<file path="config.mk">
export PLATFORM = sky130hd
export DESIGN_NAME = tdm_tx_serializer
export DESIGN_NICKNAME = d
export VERILOG_FILES = /design/src/rtl/tdm_tx_pkg.sv /design/src/rtl/tdm_tx_edge.sv /design/src/rtl/tdm_tx_framer.sv /design/src/rtl/tdm_tx_slot_buf.sv /design/src/rtl/tdm_tx_line.sv /design/src/rtl/tdm_tx_serializer.sv
export SDC_FILE = /design/constraint.sdc
export NUM_CORES = 1
export LEC_CHECK = 0
export BUFFER_PORTS_ARGS = -buffer_cell sky130_fd_sc_hd__buf_2
export CORE_MARGIN = 1.5
export CORE_UTILIZATION = 56
export DETAILED_ROUTE_END_ITERATION = 8
export PLACE_DENSITY = 0.8
export SLEW_MARGIN = 20
export SYNTH_ARGS = -nofsm -noshare
export SYNTH_HDL_FRONTEND = slang
export SYNTH_SLANG_ARGS = --single-unit
export TNS_END_PERCENT = 50
</file>
<file path="constraint.sdc">
create_clock -name clk -period 3.69 [get_ports clk]
set_input_delay 0.1845 -clock clk [delete_from_list [all_inputs] [get_ports clk]]
set_output_delay 0.1845 -clock clk [all_outputs]
set_load 0.01 [all_outputs]
</file>
<file path="src/rtl/tdm_tx_pkg.sv">
package tdm_tx_pkg;

  // Register layout, MSB to LSB.
  typedef struct packed {
    logic       lsb_half;
    logic       keep_always;
    logic       keep_en;
    logic       fill_hiz;
    logic [2:0] offset;
    logic       launch_fall;
  } tx_cfg_t;

  localparam tx_cfg_t CFG_RESET = '{
    lsb_half:    1'b0,
    keep_always: 1'b0,
    keep_en:     1'b0,
    fill_hiz:    1'b1,
    offset:      3'd1,
    launch_fall: 1'b1
  };

  typedef enum logic [1:0] {
    PH_IDLE = 2'd0,
    PH_LEAD = 2'd1,
    PH_DATA = 2'd2,
    PH_TAIL = 2'd3
  } tx_phase_t;

endpackage

</file>
<file path="src/rtl/tdm_tx_edge.sv">
module tdm_tx_edge #(
  parameter int SYNC_STAGES = 2
) (
  input  logic clk,
  input  logic rst,
  input  logic bclk,
  input  logic fsync,
  input  logic launch_fall,
  output logic launch_ev,
  output logic mid_ev,
  output logic fsync_s
);

  logic [SYNC_STAGES:0]   bclk_sr;
  logic [SYNC_STAGES-1:0] fs_sr;
  logic                   rise, fall;

  always_ff @(posedge clk) begin
    if (rst) begin
      bclk_sr <= '0;
      fs_sr   <= '0;
    end else begin
      bclk_sr <= {bclk_sr[SYNC_STAGES-1:0], bclk};
      fs_sr   <= {fs_sr[SYNC_STAGES-2:0], fsync};
    end
  end

  assign rise      = bclk_sr[SYNC_STAGES-1] & ~bclk_sr[SYNC_STAGES];
  assign fall      = ~bclk_sr[SYNC_STAGES-1] & bclk_sr[SYNC_STAGES];
  assign launch_ev = launch_fall ? fall : rise;
  assign mid_ev    = launch_fall ? rise : fall;
  assign fsync_s   = fs_sr[SYNC_STAGES-1];

endmodule

</file>
<file path="src/rtl/tdm_tx_framer.sv">
module tdm_tx_framer
  import tdm_tx_pkg::*;
#(
  parameter int SLOT_W     = 16,
  parameter int NUM_SLOTS  = 4,
  parameter int OFFS_W     = 3,
  localparam int BIT_W     = $clog2(SLOT_W),
  localparam int SLOT_IDX_W = (NUM_SLOTS > 1) ? $clog2(NUM_SLOTS) : 1
) (
  input  logic                  clk,
  input  logic                  rst,
  input  logic                  launch_ev,
  input  logic                  fsync_s,
  input  logic [OFFS_W-1:0]     offset,
  output logic                  frame_start,
  output logic                  seen,
  output logic                  in_data,
  output logic                  is_lsb,
  output logic [SLOT_IDX_W-1:0] cur_slot,
  output logic [BIT_W-1:0]      cur_bit
);

  localparam logic [BIT_W-1:0]      BIT_LAST  = BIT_W'(SLOT_W - 1);
  localparam logic [SLOT_IDX_W-1:0] SLOT_LAST = SLOT_IDX_W'(NUM_SLOTS - 1);

  tx_phase_t             ph_q, nx_ph;
  logic [OFFS_W-1:0]     lead_q, nx_lead;
  logic [BIT_W-1:0]      bit_q, nx_bit;
  logic [SLOT_IDX_W-1:0] slot_q, nx_slot;
  logic                  fs_prev_q, seen_q;

  assign frame_start = launch_ev & fsync_s & ~fs_prev_q;
  assign seen        = seen_q | frame_start;

  // Position of the bit launched on this edge.
  always_comb begin
    nx_ph   = ph_q;
    nx_lead = lead_q;
    nx_bit  = bit_q;
    nx_slot = slot_q;
    if (frame_start) begin
      nx_bit  = '0;
      nx_slot = '0;
      if (offset == '0) begin
        nx_ph   = PH_DATA;
        nx_lead = '0;
      end else begin
        nx_ph   = PH_LEAD;
        nx_lead = offset;
      end
    end else begin
      unique case (ph_q)
        PH_LEAD: begin
          if (lead_q == OFFS_W'(1)) begin
            nx_ph   = PH_DATA;
            nx_lead = '0;
            nx_bit  = '0;
            nx_slot = '0;
          end else begin
            nx_lead = lead_q - 1'b1;
          end
        end
        PH_DATA: begin
          if (bit_q == BIT_LAST) begin
            nx_bit = '0;
            if (slot_q == SLOT_LAST) nx_ph = PH_TAIL;
            else                     nx_slot = slot_q + 1'b1;
          end else begin
            nx_bit = bit_q + 1'b1;
          end
        end
        default: ;
      endcase
    end
  end

  always_ff @(posedge clk) begin
    if (rst) begin
      ph_q      <= PH_IDLE;
      lead_q    <= '0;
      bit_q     <= '0;
      slot_q    <= '0;
      fs_prev_q <= 1'b0;
      seen_q    <= 1'b0;
    end else if (launch_ev) begin
      ph_q      <= nx_ph;
      lead_q    <= nx_lead;
      bit_q     <= nx_bit;
      slot_q    <= nx_slot;
      fs_prev_q <= fsync_s;
      if (frame_start) seen_q <= 1'b1;
    end
  end

  assign in_data  = (nx_ph == PH_DATA);
  assign is_lsb   = (nx_bit == BIT_LAST);
  assign cur_slot = nx_slot;
  assign cur_bit  = nx_bit;

endmodule

</file>
<file path="src/rtl/tdm_tx_slot_buf.sv">
module tdm_tx_slot_buf #(
  parameter int SLOT_W      = 16,
  parameter int NUM_SLOTS   = 4,
  localparam int BIT_W      = $clog2(SLOT_W),
  localparam int SLOT_IDX_W = (NUM_SLOTS > 1) ? $clog2(NUM_SLOTS) : 1
) (
  input  logic                        clk,
  input  logic                        rst,
  input  logic                        frame_start,
  input  logic [NUM_SLOTS*SLOT_W-1:0] slot_data,
  input  logic [NUM_SLOTS-1:0]        slot_en,
  input  logic [SLOT_IDX_W-1:0]       cur_slot,
  input  logic [BIT_W-1:0]            cur_bit,
  output logic                        bit_val,
  output logic                        slot_on
);

  localparam logic [BIT_W-1:0] BIT_LAST = BIT_W'(SLOT_W - 1);

  logic [SLOT_W-1:0]    word_q   [NUM_SLOTS];
  logic [SLOT_W-1:0]    word_now [NUM_SLOTS];
  logic [NUM_SLOTS-1:0] en_q, en_now;
  logic [SLOT_W-1:0]    sel_word;

  // Words captured at frame start; bypass so the launch at the start sees new data.
  for (genvar g = 0; g < NUM_SLOTS; g++) begin : g_slot
    always_ff @(posedge clk) begin
      if (frame_start) word_q[g] <= slot_data[g*SLOT_W +: SLOT_W];
    end
    assign word_now[g] = frame_start ? slot_data[g*SLOT_W +: SLOT_W] : word_q[g];
  end

  always_ff @(posedge clk) begin
    if (rst)              en_q <= '0;
    else if (frame_start) en_q <= slot_en;
  end

  assign en_now   = frame_start ? slot_en : en_q;
  assign sel_word = word_now[cur_slot];
  assign bit_val  = sel_word[BIT_LAST - cur_bit];
  assign slot_on  = en_now[cur_slot];

endmodule

</file>
<file path="src/rtl/tdm_tx_line.sv">
module tdm_tx_line
  import tdm_tx_pkg::*;
(
  input  logic    clk,
  input  logic    rst,
  input  logic    launch_ev,
  input  logic    mid_ev,
  input  tx_cfg_t cfg,
  input  logic    seen,
  input  logic    in_data,
  input  logic    slot_on,
  input  logic    bit_val,
  input  logic    is_lsb,
  output logic    sd_out,
  output logic    sd_oe,
  output logic    keep_hold,
  output logic    keep_level
);

  logic half_pend_q;
  logic hold_short_q;
  logic half_lsb;

  assign half_lsb = cfg.keep_en | cfg.lsb_half;

  always_ff @(posedge clk) begin
    if (rst) begin
      sd_out       <= 1'b0;
      sd_oe        <= 1'b0;
      keep_hold    <= 1'b0;
      keep_level   <= 1'b0;
      half_pend_q  <= 1'b0;
      hold_short_q <= 1'b0;
    end else if (launch_ev) begin
      if (!seen) begin
        sd_oe       <= 1'b0;
        sd_out      <= 1'b0;
        half_pend_q <= 1'b0;
      end else if (in_data && slot_on) begin
        sd_oe       <= 1'b1;
        sd_out      <= bit_val;
        keep_hold   <= 1'b0;
        half_pend_q <= is_lsb & half_lsb;
      end else if (!cfg.fill_hiz) begin
        sd_oe       <= 1'b1;
        sd_out      <= 1'b0;
        keep_hold   <= 1'b0;
        half_pend_q <= 1'b0;
      end else begin
        sd_oe       <= 1'b0;
        sd_out      <= 1'b0;
        half_pend_q <= 1'b0;
      end
    end else if (mid_ev) begin
      if (half_pend_q) begin
        sd_oe       <= 1'b0;
        sd_out      <= 1'b0;
        half_pend_q <= 1'b0;
        if (cfg.keep_en) begin
          keep_hold    <= 1'b1;
          keep_level   <= sd_out;
          hold_short_q <= ~cfg.keep_always;
        end
      end else if (keep_hold && hold_short_q) begin
        keep_hold <= 1'b0;
      end
    end
  end

endmodule

</file>
<file path="src/rtl/tdm_tx_serializer.sv">
module tdm_tx_serializer
  import tdm_tx_pkg::*;
#(
  parameter int SLOT_W      = 16,
  parameter int NUM_SLOTS   = 4,
  parameter int SYNC_STAGES = 2
) (
  input  logic                        clk,
  input  logic                        rst,
  input  logic                        bclk,
  input  logic                        fsync,
  input  logic                        cfg_we,
  input  logic [7:0]                  cfg_wdata,
  input  logic [NUM_SLOTS*SLOT_W-1:0] slot_data,
  input  logic [NUM_SLOTS-1:0]        slot_en,
  output logic                        sd_out,
  output logic                        sd_oe,
  output logic                        keep_hold,
  output logic                        keep_level
);

  localparam int BIT_W      = $clog2(SLOT_W);
  localparam int SLOT_IDX_W = (NUM_SLOTS > 1) ? $clog2(NUM_SLOTS) : 1;

  tx_cfg_t               cfg_q;
  logic                  launch_ev, mid_ev, fsync_s;
  logic                  frame_start, seen, in_data, is_lsb, bit_val, slot_on;
  logic [SLOT_IDX_W-1:0] cur_slot;
  logic [BIT_W-1:0]      cur_bit;

  always_ff @(posedge clk) begin
    if (rst)         cfg_q <= CFG_RESET;
    else if (cfg_we) cfg_q <= tx_cfg_t'(cfg_wdata);
  end

  tdm_tx_edge #(.SYNC_STAGES(SYNC_STAGES)) u_edge (
    .clk(clk), .rst(rst), .bclk(bclk), .fsync(fsync),
    .launch_fall(cfg_q.launch_fall),
    .launch_ev(launch_ev), .mid_ev(mid_ev), .fsync_s(fsync_s)
  );

  tdm_tx_framer #(.SLOT_W(SLOT_W), .NUM_SLOTS(NUM_SLOTS), .OFFS_W(3)) u_framer (
    .clk(clk), .rst(rst), .launch_ev(launch_ev), .fsync_s(fsync_s),
    .offset(cfg_q.offset), .frame_start(frame_start), .seen(seen),
    .in_data(in_data), .is_lsb(is_lsb), .cur_slot(cur_slot), .cur_bit(cur_bit)
  );

  tdm_tx_slot_buf #(.SLOT_W(SLOT_W), .NUM_SLOTS(NUM_SLOTS)) u_buf (
    .clk(clk), .rst(rst), .frame_start(frame_start),
    .slot_data(slot_data), .slot_en(slot_en),
    .cur_slot(cur_slot), .cur_bit(cur_bit),
    .bit_val(bit_val), .slot_on(slot_on)
  );

  tdm_tx_line u_line (
    .clk(clk), .rst(rst), .launch_ev(launch_ev), .mid_ev(mid_ev),
    .cfg(cfg_q), .seen(seen), .in_data(in_data), .slot_on(slot_on),
    .bit_val(bit_val), .is_lsb(is_lsb),
    .sd_out(sd_out), .sd_oe(sd_oe), .keep_hold(keep_hold), .keep_level(keep_level)
  );

endmodule

</file>
Word-level counts from Yosys, hierarchy flattened
Memory sizes are Yosys's and may differ from the RTL's.
Index checks and enable logic that the tools add are counted.
{ "totals": {"register_bits": 36, "ram_bits": 64, "inputBits": 81, "memories": 1} }
{ "op_classes": {"add_sub_neg": 4, "order_cmp": 3, "n_eq_ne": 10, "mux": 56, "bitwise": 13, "n_reduce_logical": 12} }
{ "mem_list": {"columns": ["name", "depth", "word_bits", "rd", "rd_ports_with_merged_regs", "wr", "line", "rtl"], "rows": [
  ["u_buf.word_q", 4, 16, 4, 0, 4, "tdm_tx_slot_buf.sv:20", "logic [SLOT_W-1:0] word_q [NUM_SLOTS];"]
]} }
{ "ops": {"columns": ["op", "n"], "rows": [
  ["two-way mux 16 bit", 6],
  ["binary-select mux 16 bit (select 2 bit)", 1],
  ["two-way mux 1 bit", 27],
  ["two-way mux 2 bit", 9],
  ["two-way mux 4 bit", 4],
  ["two-way mux 3 bit", 4],
  ["== test 4 bit (second input constant)", 2],
  ["one-hot mux 2 bit (2 select lines)", 2],
  ["one-hot mux 4 bit (2 select lines)", 1],
  ["== test 2 bit (second input constant)", 3],
  ["AND reduction 2 bit", 3],
  ["nonzero test 2 bit", 3],
  ["AND 1 bit", 5],
  ["< comparator 4 x 5 -> 1 bit (second input constant)", 1],
  ["NOT 1 bit", 5],
  ["AND reduction 5 bit", 1],
  ["adder 4 x 1 -> 4 bit (second input constant)", 1],
  ["binary-select mux 1 bit (select 4 bit)", 1],
  ["AND reduction 4 bit", 1],
  ["subtractor 4 bit (first input constant)", 1],
  ["== test 3 x 1 -> 1 bit (second input constant)", 1],
  [">= comparator 3 bit (second input constant)", 1],
  ["zero test 3 bit", 1],
  ["< comparator 2 x 3 -> 1 bit (second input constant)", 1],
  ["11 further kinds", 13]
]} }

Logic depth before layout (Yosys ltp)
{ "logic_depth": {"word_depth": 15, "mapped_depth": 14, "depth_no_buf": 11} }

Modules after synthesis
From an unflattened synthesis, not the netlist that was laid out.
{ "unflattened": {"cells_unflattened": 432, "area_unflattened_um2": 5002.3} }
{ "by_module_without_submodules": {"columns": ["module", "instances", "cells_each", "area_each_um2", "seq_area_each_um2"], "rows": [
  ["tdm_tx_slot_buf", 1, 241, 3295.7, 1361.3],
  ["tdm_tx_framer", 1, 118, 959.7, 260.2],
  ["tdm_tx_serializer", 1, 26, 295.3, 160.2],
  ["tdm_tx_line", 1, 33, 287.8, 120.1],
  ["tdm_tx_edge", 1, 14, 163.9, 100.1]
]} }

Worst setup path after synthesis
Ideal clock, no wire load.
{ "synth_path": {"kind": "register -> register", "start": "register u_framer.ph_q[0]", "end": "register u_line.sd_out", "t_arrival_ps": 2611, "required_time_ps": 3569, "path_slack_ps": 958, "stages_incl_launch_ff": 15, "period_less_slack_ps": 2732, "path_cell_list": "dfxtp_1 -> inv_1 -> ha_1 -> clkbuf_1 -> nand3b_1 -> o32ai_1 -> a21o_1 -> buf_2 -> nand2_1 -> buf_2 -> o21ai_0 -> o22ai_1 -> a211o_1 -> a31oi_1 -> o31ai_1"} }
{ "synth_between": {"elab_chain_cells": 12, "word_cells_on_any_way": 25} }
{ "synth_rtl": {"columns": ["element", "line", "rtl"], "rows": [
  ["start, declared", "tdm_tx_framer.sv:26", "tx_phase_t ph_q, nx_ph;"],
  ["start signal, assigned", "tdm_tx_framer.sv:86", "ph_q <= nx_ph;"],
  ["== test 2 bit or == test 2 x 1 -> 1 bit (tied branches)", "tdm_tx_framer.sv:52", "unique case (ph_q)"],
  ["one-hot mux 2 bit (2 select lines)", "tdm_tx_framer.sv:52", null],
  ["two-way mux 2 bit", "tdm_tx_framer.sv:41", "if (frame_start) begin"],
  ["NOT 2 -> 3 bit (implied by the code)", "tdm_tx_slot_buf.sv:39", "assign sel_word = word_now[cur_slot];"],
  ["binary-select mux 16 bit (select 2 bit)", "tdm_tx_slot_buf.sv:39", null],
  ["two-way mux 16 bit (implied by the code) (2 in a row)", "tdm_tx_slot_buf.sv:39", null],
  ["binary-select mux 1 bit (select 4 bit)", "tdm_tx_slot_buf.sv:40", "assign bit_val = sel_word[BIT_LAST - cur_bit];"],
  ["two-way mux 1 bit (implied by the code)", "tdm_tx_slot_buf.sv:40", null],
  ["two-way mux 1 bit (*)", "tdm_tx_line.sv:39", "end else if (in_data && slot_on) begin"],
  ["two-way mux 1 bit (*)", "tdm_tx_line.sv:35", "if (!seen) begin"],
  ["two-way mux 1 bit (*)", "tdm_tx_line.sv:34", "end else if (launch_ev) begin"],
  ["end signal, assigned", "tdm_tx_line.sv:41", "sd_out <= bit_val;"],
  ["end, declared", "tdm_tx_line.sv:14", "output logic sd_out,"]
]} }
Mark *: on every way between the ends. The rest lies on a longest branch, timed or not. The select of a mux whose other input is x is not followed.
A chain may end at the register's enable or synchronous reset.

Worst setup path after layout
Ends and elaborated chain as after synthesis.

==> reports/qor.csv <==
metric,value,unit
result of the run,"finished, violations left",
violated checks,negative hold slack,
wire length per cell,14.79,um
initial DRC count,257,
total I/O pin count,85,
RSZ-0062 raised after global routing,no,
crit path max fanout,9,
power density relative to cell area,443.3,nW/um^2
Layout Cell Area excl Fill,5510,um^2
critical-path cell list,inv_1 -> ha_1 -> nand3b_1 -> o32ai_1 -> a21oi_2 -> nor2_1 -> buf_4 -> nor2_1 -> o311ai_0 -> a21o_1 -> a31oi_1 -> o31ai_1,
Critical-path top delay cell,sky130_fd_sc_hd__ha_1,
"CTS clk-pin slew, worst paths",0.09,ns
Final Hold Violating Endpoints,1,
gp weighted congestion,0.9466,
worst vdd rail ir drop,0.0002798,V
Final WS setup,0.5339,ns
crit start category,flop,
Crit Path Class,reg -> reg,
per-instance average area after synthesis,8.142,um^2
Layout Skew,0.01282,ns
total instance count after detailed placement,737,
critical path launch point,u_framer.ph_q[0],
via count,4272,
Die Y,94.19,um
fraction of synthesized cell area in xor and xnor cells,0.3761,%
P_leak,2.585,nW
Core Footprint,8134,um^2
number of warnings reported in the yosys synthesis log,0,
most frequent cell after synthesis,sky130_fd_sc_hd__nand2_1,
DRC,0,
data required time at the worst endpoint,3.98,ns
Fmax achieved,0.3168,GHz
Final nets,750,
portion of the clock cycle consumed by the worst path in the final layout,85.53,%
capturing instance or port of the critical path,u_line.sd_out,
placement row count,33,
Critical Path Sink Type,flop,
minimum period implied by the final worst setup slack,3.156,ns
final-report max-slew violation count,0,
"arithmetic-cell share of the synthesized area counting full adders, half adders and majority gates",1.612,%
clock root buffer,sky130_fd_sc_hd__clkbuf_8,
total wirelength of the detailed-routed design,11.42,mm
endpoint of the most critical register-to-register path,u_line.sd_out,
"post-synthesis share of cell area spent on and, or, nand and nor gates",26.09,%
maximum number of pins on one net before global-route repair,43,
first-pass GRT wire length,18.57,mm
number of filler instances in the final layout,680,
clock sink count,100,
main flop type after synthesis,sky130_fd_sc_hd__dfxtp_1,
initial antenna violation count,0,
Synth Instances,572,
diodes inserted,0,
cell area after synthesis,4657,um^2
net count after synthesis,659,
Total Power,2.443,mW
final standard cell utilization of the core,67.74,%
CP max stage delay,0.40,ns
per-cell via count in the routed design,5.534,
"EDFF count, synth",0,
endpoints failing setup,0,
uppermost layer routed,met4,
initial core utilization,57.25,%
CTS tree,done,
flip-flop and latch count after synthesis,100,
Metal-1 WL,4.827,mm
number of buffers inserted during clock tree synthesis,9,
cell types with the largest area share after synthesis,"sky130_fd_sc_hd__dfxtp_1 (43%), sky130_fd_sc_hd__nand2_1 (15%), sky130_fd_sc_hd__mux2i_1 (7.3%)",
fraction of the mapped netlist area in compound gates,13.92,%
Worst slew margin,52.10,%
leading area contributor after synthesis,sky130_fd_sc_hd__dfxtp_1,
total cell area at the placement stage,5090,um^2
"delay-heaviest family, CP",compound AO/OA/AOI/OAI gates,
total length of routed met3 wires,727,um
die area,8872,um^2
R2R depth,12,
Initial DRT Pass Iterations,5,
sum of net half-perimeters after detailed placement,8.045,mm
area fraction of the dominant cell type after synthesis,42.99,%
max capacitance violation total,0,
Layout Cells excl Fill,772,
fraction of registers with async set or reset after synthesis,0,%
GR Util All Layers,26.77,%
slew at the pin closest to its max-slew limit,0.7185,ns
arrival time of data at the critical path endpoint,3.44,ns
remaining number of nets flagged by the antenna check after routing,0,
insertion delay of the later-clocked pin in the worst-skew pair,0.37,ns
final sum of negative setup slack,0,ns
die width,94.19,um
dominant combinational cell family by area after synthesis,simple AND/OR/NAND/NOR gates,
CP Buf/Inv Count,2,
port buffer count,84,
class of the tightest hold or removal check,in -> reg,
area grow syn2layout,18.32,%
number of global-route vias before repair,4021,
mux contribution to synthesized area,10.53,%
Critical Path Stages,12,
routed length on met2,5.603,mm
most common library cells after synthesis,"sky130_fd_sc_hd__nand2_1 (181), sky130_fd_sc_hd__dfxtp_1 (100), sky130_fd_sc_hd__nor2_1 (57), sky130_fd_sc_hd__mux2i_1 (34), sky130_fd_sc_hd__clkbuf_1 (17)",
pre-CTS setup slack,0.6392,ns
proportion of synthesized chip area in sequential cells,42.99,%
CTS H-Tree Depth,3,
cell repeated most along the worst path,sky130_fd_sc_hd__nor2_1,
ratio of cells with drive above 1 in the final layout,20.39,%
FF-to-FF setup slack,0.53,ns
worst hold slack,-0.0008420,ns
clock buffer depth,2,
startpoint of the lowest-slack register-to-register path,u_framer.ph_q[0],
total congestion overflow after global routing,0,
"Distinct cells, synth",67,
==> repair_timing <==
item / CTS / global route
hold buffers: 20 / 0
buffers inserted: 0 / 0
gates resized for setup: 0 / 0
hold endpoints to repair: 20 / 0
==> flip-flops by register name (all words and copies together), names as in the netlist <==
signal and flops:
u_framer.seen_q 1, u_line.keep_hold 1, u_line.sd_out 1, u_framer.ph_q 2, u_edge.bclk_sr 3, u_line.half_pend_q 1, u_framer.bit_q 4, cfg_q 8
u_line.sd_oe 1, u_line.hold_short_q 1, u_framer.fs_prev_q 1, u_line.keep_level 1, u_framer.lead_q 3, u_edge.fs_sr 2, u_framer.slot_q 2, u_buf.word_q 64
u_buf.en_q 4
==> power by group <==
| part | switching, mW | internal, mW |
|---|---|---|
| Combinational | 0.173 | 0.168 |
| Clock | 0.377 | 0.401 |
| Sequential | 0.0764 | 1.25 |
| Total | 0.626 | 1.82 |
==> logic make-up (layout without fill, tap and decap cells) <==
group / count (synthesis) / after routing
compound gates: 88 / 88
xor+xnor: 2 / 2
fa+ha+maj: 6 / 6
buf+inv: 40 / 135
flops: 100 / 100
mux: 47 / 47
simple gates: 289 / 289
==> worst reg2reg max path: stages, from the launching register on <==
cell	delay, ns
sky130_fd_sc_hd__dfxtp_1	0.38
sky130_fd_sc_hd__inv_1	0.09
sky130_fd_sc_hd__ha_1	0.40
sky130_fd_sc_hd__nand3b_1	0.22
sky130_fd_sc_hd__o32ai_1	0.36
sky130_fd_sc_hd__a21oi_2	0.17
sky130_fd_sc_hd__nor2_1	0.31
sky130_fd_sc_hd__buf_4	0.24
sky130_fd_sc_hd__nor2_1	0.05
sky130_fd_sc_hd__o311ai_0	0.36
sky130_fd_sc_hd__a21o_1	0.17
sky130_fd_sc_hd__a31oi_1	0.07
sky130_fd_sc_hd__o31ai_1	0.25
==> cells in the final DEF (no fill, tap or decap), drive strengths merged, types with 2 or more instances in the layout <==
cell	n
clkbuf	10
inv	10
a21oi	13
o21a	3
nand2	187
a31oi	4
nand2b	4
nand3b	4
a22oi	3
dlygate4sd3	20
a21boi	2
nor2b	10
bufinv	2
mux2i	34
nand3	6
or3	2
o22ai	4
nor2	58
a21o	5
dfxtp	100
o211ai	6
o21bai	4
a211o	2
mux2	13
o21ai	15
a41oi	2
buf	92
nor3	10
ha	6
a211oi	8
o311ai	2
==> how the worst min path moves through the flow <==
stage,startpoint,end,slack (ns),depth (start not counted)
global route,slot_data[48],u_buf.word_q[3][0],0.003,3
CTS,slot_data[30],u_buf.word_q[1][14],0.00006,3
global placement,slot_data[50],u_buf.word_q[3][2],0.37,3
detailed placement,slot_data[38],u_buf.word_q[2][6],0.37,3
finish,slot_data[61],u_buf.word_q[3][13],-0.0008,3
floorplan,rst,u_edge.bclk_sr[2],0.26,1
==> final cells by class <==
class | count | area (um^2) | area share, %
clock inverters | 5 | 82.58 | 1.499
inverters | 8 | 30.03 | 0.5450
repair buffers | 112 | 680.7 | 12.35
flip-flops and latches | 100 | 2002 | 36.33
clock buffers | 10 | 137.6 | 2.498
multi-input cells | 432 | 2446 | 44.39
well taps | 105 | 131.4 | 2.384
==> metal layers <==
layer / vias to the layer above / track usage [%]
met3: 23 / 6.149
li1: 2114 / -
met1: 1974 / 33.62
met5: - / 0
met4: 0 / 8.209
met2: 161 / 45.32
(Power assumes the default switching activity.)
